===== src/rtl/swk_pkg.sv =====
package swk_pkg;

    typedef enum logic [3:0] {
        ST_RUN,
        ST_HALT,
        ST_IDLE,
        ST_IDLE_BWAIT,
        ST_IDLE_GRANT,
        ST_STBY,
        ST_STBY_WWAIT,
        ST_STBY_BWAIT,
        ST_STBY_GRANT
    } swk_state_e;

    typedef enum logic [1:0] {
        LP_RUN  = 2'd0,
        LP_HALT = 2'd1,
        LP_IDLE = 2'd2,
        LP_STBY = 2'd3
    } lp_mode_e;

    typedef enum logic [1:0] {
        LIM_IDLE,
        LIM_SHORT,
        LIM_LONG
    } lim_sel_e;

    // Low-power target chosen by a sleep strobe
    function automatic lp_mode_e sleep_target(input logic iostop, input logic stby_sel);
        if (!iostop)
            return LP_HALT;
        else if (stby_sel)
            return LP_STBY;
        else
            return LP_IDLE;
    endfunction

    function automatic lp_mode_e state_mode(input swk_state_e s);
        case (s)
            ST_RUN:                                       return LP_RUN;
            ST_HALT:                                      return LP_HALT;
            ST_IDLE, ST_IDLE_BWAIT, ST_IDLE_GRANT:        return LP_IDLE;
            default:                                      return LP_STBY;
        endcase
    endfunction

    function automatic logic is_wait(input swk_state_e s);
        return (s == ST_IDLE_BWAIT) || (s == ST_STBY_WWAIT) || (s == ST_STBY_BWAIT);
    endfunction

endpackage


===== src/rtl/swk_event_qual.sv =====
module swk_event_qual #(
    parameter int N_IRQ = 3
) (
    input  logic             nmi_req,
    input  logic [N_IRQ-1:0] irq_req,
    input  logic [N_IRQ-1:0] irq_en,
    input  logic             bus_req,
    input  logic             bus_rel_en,
    output logic             wake_evt,
    output logic             stby_bus_evt
);
    logic [N_IRQ-1:0] irq_hit;

    genvar g;
    generate
        for (g = 0; g < N_IRQ; g++) begin : g_irq
            assign irq_hit[g] = irq_req[g] & irq_en[g];
        end
    endgenerate

    assign wake_evt     = nmi_req | (|irq_hit);
    assign stby_bus_evt = bus_req & bus_rel_en;
endmodule


===== src/rtl/swk_stab_counter.sv =====
module swk_stab_counter #(
    parameter int CNT_W = 18
) (
    input  logic             clk,
    input  logic             rst,
    input  logic             clr,
    input  logic             en,
    input  logic [CNT_W-1:0] last,
    output logic             done
);
    logic [CNT_W-1:0] cnt_q;

    always_ff @(posedge clk) begin
        if (rst || clr)
            cnt_q <= '0;
        else if (en)
            cnt_q <= cnt_q + 1'b1;
    end

    assign done = en && (cnt_q == last);
endmodule


===== src/rtl/swk_fsm.sv =====
module swk_fsm
    import swk_pkg::*;
(
    input  logic       clk,
    input  logic       rst,
    input  logic       sleep_stb,
    input  logic       iostop,
    input  logic       stby_sel,
    input  logic       quick,
    input  logic       wake_evt,
    input  logic       bus_req,
    input  logic       stby_bus_evt,
    input  logic       cnt_done,
    output swk_state_e state,
    output logic       cnt_clr,
    output logic       cnt_en,
    output lim_sel_e   lim_sel
);
    swk_state_e state_q, state_d;
    logic       quick_q, quick_d;

    always_comb begin
        state_d = state_q;
        quick_d = quick_q;
        cnt_clr = 1'b0;
        unique case (state_q)
            ST_RUN: begin
                if (sleep_stb) begin
                    unique case (sleep_target(iostop, stby_sel))
                        LP_HALT: state_d = ST_HALT;
                        LP_IDLE: state_d = ST_IDLE;
                        default: state_d = ST_STBY;
                    endcase
                end
            end
            ST_HALT: if (wake_evt) state_d = ST_RUN;
            ST_IDLE: begin
                if (bus_req) begin
                    state_d = ST_IDLE_BWAIT;
                    cnt_clr = 1'b1;
                end else if (wake_evt) begin
                    state_d = ST_RUN;
                end
            end
            ST_IDLE_BWAIT: begin
                if (!bus_req)     state_d = ST_IDLE;
                else if (cnt_done) state_d = ST_IDLE_GRANT;
            end
            ST_IDLE_GRANT: if (!bus_req) state_d = ST_IDLE;
            ST_STBY: begin
                // Bus request takes priority over a wake
                if (stby_bus_evt) begin
                    state_d = ST_STBY_BWAIT;
                    cnt_clr = 1'b1;
                    quick_d = quick;
                end else if (wake_evt) begin
                    state_d = ST_STBY_WWAIT;
                    cnt_clr = 1'b1;
                    quick_d = quick;
                end
            end
            ST_STBY_WWAIT: if (cnt_done) state_d = ST_RUN;
            ST_STBY_BWAIT: begin
                if (!bus_req)      state_d = ST_STBY;
                else if (cnt_done) state_d = ST_STBY_GRANT;
            end
            ST_STBY_GRANT: if (!bus_req) state_d = ST_STBY;
            default: state_d = ST_RUN;
        endcase
    end

    always_ff @(posedge clk) begin
        if (rst) begin
            state_q <= ST_RUN;
            quick_q <= 1'b0;
        end else begin
            state_q <= state_d;
            quick_q <= quick_d;
        end
    end

    assign state   = state_q;
    assign cnt_en  = is_wait(state_q);
    assign lim_sel = (state_q == ST_IDLE_BWAIT) ? LIM_IDLE :
                     (quick_q ? LIM_SHORT : LIM_LONG);
endmodule


===== src/rtl/standby_wake_ctrl.sv =====
module standby_wake_ctrl
    import swk_pkg::*;
#(
    parameter int N_IRQ        = 3,
    parameter int LONG_LOG2    = 17,
    parameter int SHORT_WAIT   = 64,
    parameter int IDLE_ACK_CYC = 10
) (
    input  logic             clk,
    input  logic             rst,
    input  logic             sleep_stb,
    input  logic             cfg_iostop,
    input  logic             cfg_stby_sel,
    input  logic             cfg_quick,
    input  logic             cfg_bus_rel_en,
    input  logic [N_IRQ-1:0] cfg_irq_en,
    input  logic             cfg_div_wr,
    input  logic             cfg_div_val,
    input  logic             nmi_req,
    input  logic [N_IRQ-1:0] irq_req,
    input  logic             bus_req,
    output logic             osc_en,
    output logic             core_run,
    output logic             bus_ack,
    output logic             halt_flag,
    output logic             addr_ones,
    output logic [1:0]       lp_mode,
    output logic             div_one
);
    localparam int CNT_W = LONG_LOG2 + 1;
    localparam logic [CNT_W-1:0] LONG_LAST  = CNT_W'((64'd1 << LONG_LOG2) - 64'd1);
    localparam logic [CNT_W-1:0] SHORT_LAST = CNT_W'(SHORT_WAIT - 1);
    localparam logic [CNT_W-1:0] IDLE_LAST  = CNT_W'(IDLE_ACK_CYC - 1);

    logic             wake_evt, stby_bus_evt;
    logic             cnt_clr, cnt_en, cnt_done;
    logic [CNT_W-1:0] cnt_last;
    swk_state_e       state;
    lim_sel_e         lim_sel;
    lp_mode_e         mode;
    logic             div_q;

    swk_event_qual #(.N_IRQ(N_IRQ)) u_qual (
        .nmi_req      (nmi_req),
        .irq_req      (irq_req),
        .irq_en       (cfg_irq_en),
        .bus_req      (bus_req),
        .bus_rel_en   (cfg_bus_rel_en),
        .wake_evt     (wake_evt),
        .stby_bus_evt (stby_bus_evt)
    );

    swk_fsm u_fsm (
        .clk          (clk),
        .rst          (rst),
        .sleep_stb    (sleep_stb),
        .iostop       (cfg_iostop),
        .stby_sel     (cfg_stby_sel),
        .quick        (cfg_quick),
        .wake_evt     (wake_evt),
        .bus_req      (bus_req),
        .stby_bus_evt (stby_bus_evt),
        .cnt_done     (cnt_done),
        .state        (state),
        .cnt_clr      (cnt_clr),
        .cnt_en       (cnt_en),
        .lim_sel      (lim_sel)
    );

    always_comb begin
        unique case (lim_sel)
            LIM_IDLE:  cnt_last = IDLE_LAST;
            LIM_SHORT: cnt_last = SHORT_LAST;
            default:   cnt_last = LONG_LAST;
        endcase
    end

    swk_stab_counter #(.CNT_W(CNT_W)) u_cnt (
        .clk  (clk),
        .rst  (rst),
        .clr  (cnt_clr),
        .en   (cnt_en),
        .last (cnt_last),
        .done (cnt_done)
    );

    always_ff @(posedge clk) begin
        if (rst)
            div_q <= 1'b0;
        else if (cfg_div_wr)
            div_q <= cfg_div_val;
    end

    assign mode      = state_mode(state);
    assign lp_mode   = mode;
    assign osc_en    = (state != ST_STBY);
    assign core_run  = (state == ST_RUN);
    assign bus_ack   = (state == ST_IDLE_GRANT) || (state == ST_STBY_GRANT);
    assign halt_flag = (mode != LP_RUN);
    assign addr_ones = (mode == LP_IDLE) || (mode == LP_STBY);
    assign div_one   = div_q;
endmodule


===== config.mk =====
export PLATFORM = sky130hd
export DESIGN_NAME = standby_wake_ctrl
export DESIGN_NICKNAME = d
export VERILOG_FILES = /design/src/rtl/swk_pkg.sv /design/src/rtl/swk_event_qual.sv /design/src/rtl/swk_stab_counter.sv /design/src/rtl/swk_fsm.sv /design/src/rtl/standby_wake_ctrl.sv
export SDC_FILE = /design/constraint.sdc
export NUM_CORES = 1
export LEC_CHECK = 0
export ABC_AREA = 1
export BUFFER_PORTS_ARGS = -buffer_cell sky130_fd_sc_hd__buf_4
export CAP_MARGIN = 20
export CORE_AREA = 2 2 67 69
export CTS_BUF_LIST = sky130_fd_sc_hd__clkbuf_16
export CTS_CLUSTER_DIAMETER = 150
export CTS_CLUSTER_SIZE = 12
export DETAILED_ROUTE_END_ITERATION = 8
export DIE_AREA = 0 0 69 71
export MAX_ROUTING_LAYER = met4
export PLACE_DENSITY = 0.66
export SKIP_CTS_REPAIR_TIMING = 1
export SYNTH_ARGS = -nofsm -noshare
export SYNTH_HDL_FRONTEND = slang
export SYNTH_HIERARCHICAL = 1
export SYNTH_SLANG_ARGS = --single-unit
export TNS_END_PERCENT = 1

===== constraint.sdc =====
create_clock -name clk -period 2.61 [get_ports clk]
set_input_delay 0.1305 -clock clk [delete_from_list [all_inputs] [get_ports clk]]
set_output_delay 0.1305 -clock clk [all_outputs]
set_load 0.02 [all_outputs]

==> out/qor.yml <==
status: "completed"
initial_core_util_pct: 46.5
power_frac_clock_pct: 25.7
critPathLaunch: "u_fsm/state[2]$_SDFFE_PP0P_"
share_comb_of_total_power_pct: 50.1
drt_iter0_markers: 109
grt.total_usage_pct: 19.6
cts.sinks: 24
critical_path_arrival_ns: 2.47
vdd.ir_drop.worst_mv: 0.557
grt_overflow: 0
first_global_vias: 1810
finalCritPeriodShare_pct: 88.6
grtUsageMet2_pct: 36.0
synth_area_leader_cell: "sky130_fd_sc_hd__dfxtp_1"
route.detailed.vias_per_inst: 4.71
total_design_power_w: 0.00172
r2r_startpoint: "u_fsm/state[2]$_SDFFE_PP0P_"
core_footprint_um2: 4200
cp.required_ns: 2.77
post-route-min-period_ns: 2.31
netlist_area_um2: 1950
gp_congestion: 0.902
drt_wl_total_um: 4430
cts_max_path_buffers: 2
post-route-drc-count: 0
cts_buffers: 3
report.final.hold_viol_count: 0
die_area_um2: 4900
yosys_register_bits: 24
grt_use_met3_pct: 2.14
fp-row-count: 24
dr_pass1_iterations: 4
post_layout_nets: 400
max_clock_freq_mhz: 432
post_drt_wl_per_cell_um: 10.2
start_kind: "flip-flop"
vias: 2039
syn2layout_area_growth_pct: 19.6
netSwitchingPower_w: 0.000689
cts.reportedPaths.clkPinSlew_ns: 0.06
ctsRootBufferMaster: "sky130_fd_sc_hd__clkbuf_16"
drive_gt1_share_pct: 19.7
maxCapViolCount: 0
synthFlopType: "sky130_fd_sc_hd__dfxtp_1"
static-leakage-power_nw: 1.25
die_w_um: 69
power_frac_seq_pct: 24.2
ys_async_sr_fraction_pct: 0
detailed_place_hpwl_um: 3550
grt_start_max_net_pins: 20
cts.htree.levels: 1
synth_edf_count: 0
ys_seq_area_share_pct: 24.6
grt-busiest-layer: "met2"
layout_skew_ns: 0.00512
post_synth.cell_area_avg_um2: 5.60
synth.most_common_cell: "sky130_fd_sc_hd__nand2_1"
first_pass_grt_wire_length_um: 7640
synth_warnings: 6
ant_diodes: 0
ys_types: 31
internal-power_w: 0.00103
worst_setup_path_end_kind: "flip-flop"
gr-usage-met1_pct: 21.9
sw_frac_of_total_pct: 40.1
worst_hold_startpoint: "cfg_div_val"
synth.top_cell.area_share_pct: 24.6
unrepaired_setup_endpoints_after_global_routing: "no"
power_density_nw_per_um2: 735
timing.hold.worst.class: "input pin to flip-flop"
die_h_um: 71
critPathKind: "flip-flop to flip-flop"
pin_count: 25
cp_max_fanout: 8
synthCells: 349
synth.cells.most_frequent: "sky130_fd_sc_hd__nand2_1, sky130_fd_sc_hd__nor2_1, sky130_fd_sc_hd__inv_1"
clk-insertion-delay-late_ns: 0.26
finalMaxSlewViolations: 0
grt_antenna_before_repair: 0
final-setup-viol-count: 0
synth_area_leaders: "sky130_fd_sc_hd__dfxtp_1, sky130_fd_sc_hd__nand2_1, sky130_fd_sc_hd__nor2_1"
cts_tree: "yes"
io_buffer_count: 24
tns_ns: 0
antenna_violating_nets_post_route: 0
==> cell type report <==
cell class | instances | area, um^2
Clock inverter | 1 | 30.0
Tap cell | 52 | 65.1
Timing Repair Buffer | 31 | 233
Sequential cell | 24 | 480
Multi-Input combinational cell | 264 | 1230
Inverter | 58 | 218
Clock buffer | 3 | 75.1
Fill cell | 440 | 1870
==> worst max-delay path: stages, from the launching register on <==
cell                      delay [ns]
sky130_fd_sc_hd__dfxtp_1        0.32
sky130_fd_sc_hd__inv_2          0.08
sky130_fd_sc_hd__nand2_1        0.08
sky130_fd_sc_hd__nor2_2         0.15
sky130_fd_sc_hd__nor2_1         0.07
sky130_fd_sc_hd__or2_2          0.35
sky130_fd_sc_hd__nand2_1        0.11
sky130_fd_sc_hd__nand2_1        0.07
sky130_fd_sc_hd__nor2_1         0.09
sky130_fd_sc_hd__nand2_1        0.05
sky130_fd_sc_hd__nor2_1         0.10
sky130_fd_sc_hd__nand2_1        0.07
sky130_fd_sc_hd__nor2_2         0.10
sky130_fd_sc_hd__nor2_1         0.07
sky130_fd_sc_hd__nand3_1        0.08
sky130_fd_sc_hd__nand3_2        0.10
sky130_fd_sc_hd__nor2_4         0.16
sky130_fd_sc_hd__nand2_1        0.07
sky130_fd_sc_hd__nand2_1        0.07
sky130_fd_sc_hd__nor2_2         0.03
==> flip-flops by register name, indices dropped and copies added, names as in the netlist <==
| name | flops |
|---|---|
| u_cnt/cnt_q | 18 |
| u_fsm/state | 4 |
| div_one | 1 |
| u_fsm/quick_q | 1 |
==> power groups by stage <==
| stage | sequential, W | combinational [W] | clock (W) |
|---|---|---|---|
| finish | 0.000415 | 0.000860 | 0.000441 |
| global route | 0.000417 | 0.000970 | 0.000463 |
| CTS | 0.000415 | 0.000869 | 0.000454 |
| floorplan | 0.000448 | 0.000596 | 0 |
| detailed placement | 0.000424 | 0.000865 | 0 |
| global placement | 0.000423 | 0.000867 | 0 |
==> worst paths after layout <==
path | cells after the start | slack, ns | to
max | 19 | 0.30 | u_fsm/state[1]$_SDFFE_PP0P_
min | 3 | 0.09 | div_one$_SDFFE_PP0P_
max reg2reg | 19 | 0.30 | u_fsm/state[1]$_SDFFE_PP0P_
min reg2reg | 2 | 0.51 | u_fsm/quick_q$_SDFFE_PP0P_
==> stage by stage <==
| stage | util, % | cells | area (um^2) | hold slack [ns] | worst slack (ns) |
|---|---|---|---|---|---|
| finish | 55.6 | 433 | 2340 | 0.0916 | 0.297 |
| global route | 55.6 | 433 | 2340 | 0.115 | 0.00401 |
| CTS | 55.5 | 433 | 2330 | 0.0942 | 0.230 |
| detailed placement | 53.0 | 429 | 2230 | 0.366 | 0.281 |
| global placement | 53.0 | 429 | 2230 | 0.353 | 0.357 |
| floorplan | - | 352 | 1960 | 0.264 | 0.137 |
==> layer usage <==
layer  vias up  wire length, um  part of all wire [%]
li1       1118                -                     -
met1       873             2020                    46
met2        39             2190                    49
met3         9              139                   3.1
met4         0               78                   1.8
met5         -                0                     0
==> cells by family (layout without fill, tap and decap cells) <==
group	Yosys count	after routing	synth area share, %
compound gates	29	29	8.07
xor+xnor	4	4	1.79
fa+ha+maj	1	1	0.641
buf+inv	64	93	12.9
flops	24	24	24.6
other cells	2	5	0.385
simple gates	225	225	51.6
==> cell usage in the layout (no fill, tap or decap), drive strengths merged <==
| master | count |
|---|---|
| nand2 | 117 |
| nor2 | 71 |
| inv | 58 |
| buf | 31 |
| nand3 | 25 |
| dfxtp | 24 |
| o21ai | 14 |
| a21oi | 11 |
| conb | 5 |
| nand4 | 4 |
| nor3 | 4 |
| or2 | 3 |
| clkbuf | 3 |
| xor2 | 3 |
| o21bai | 1 |
| bufinv | 1 |
| o211ai | 1 |
| xnor2 | 1 |
| a31oi | 1 |
| o21a | 1 |
| ha | 1 |
| nand3b | 1 |
(Power assumes the default switching activity.)
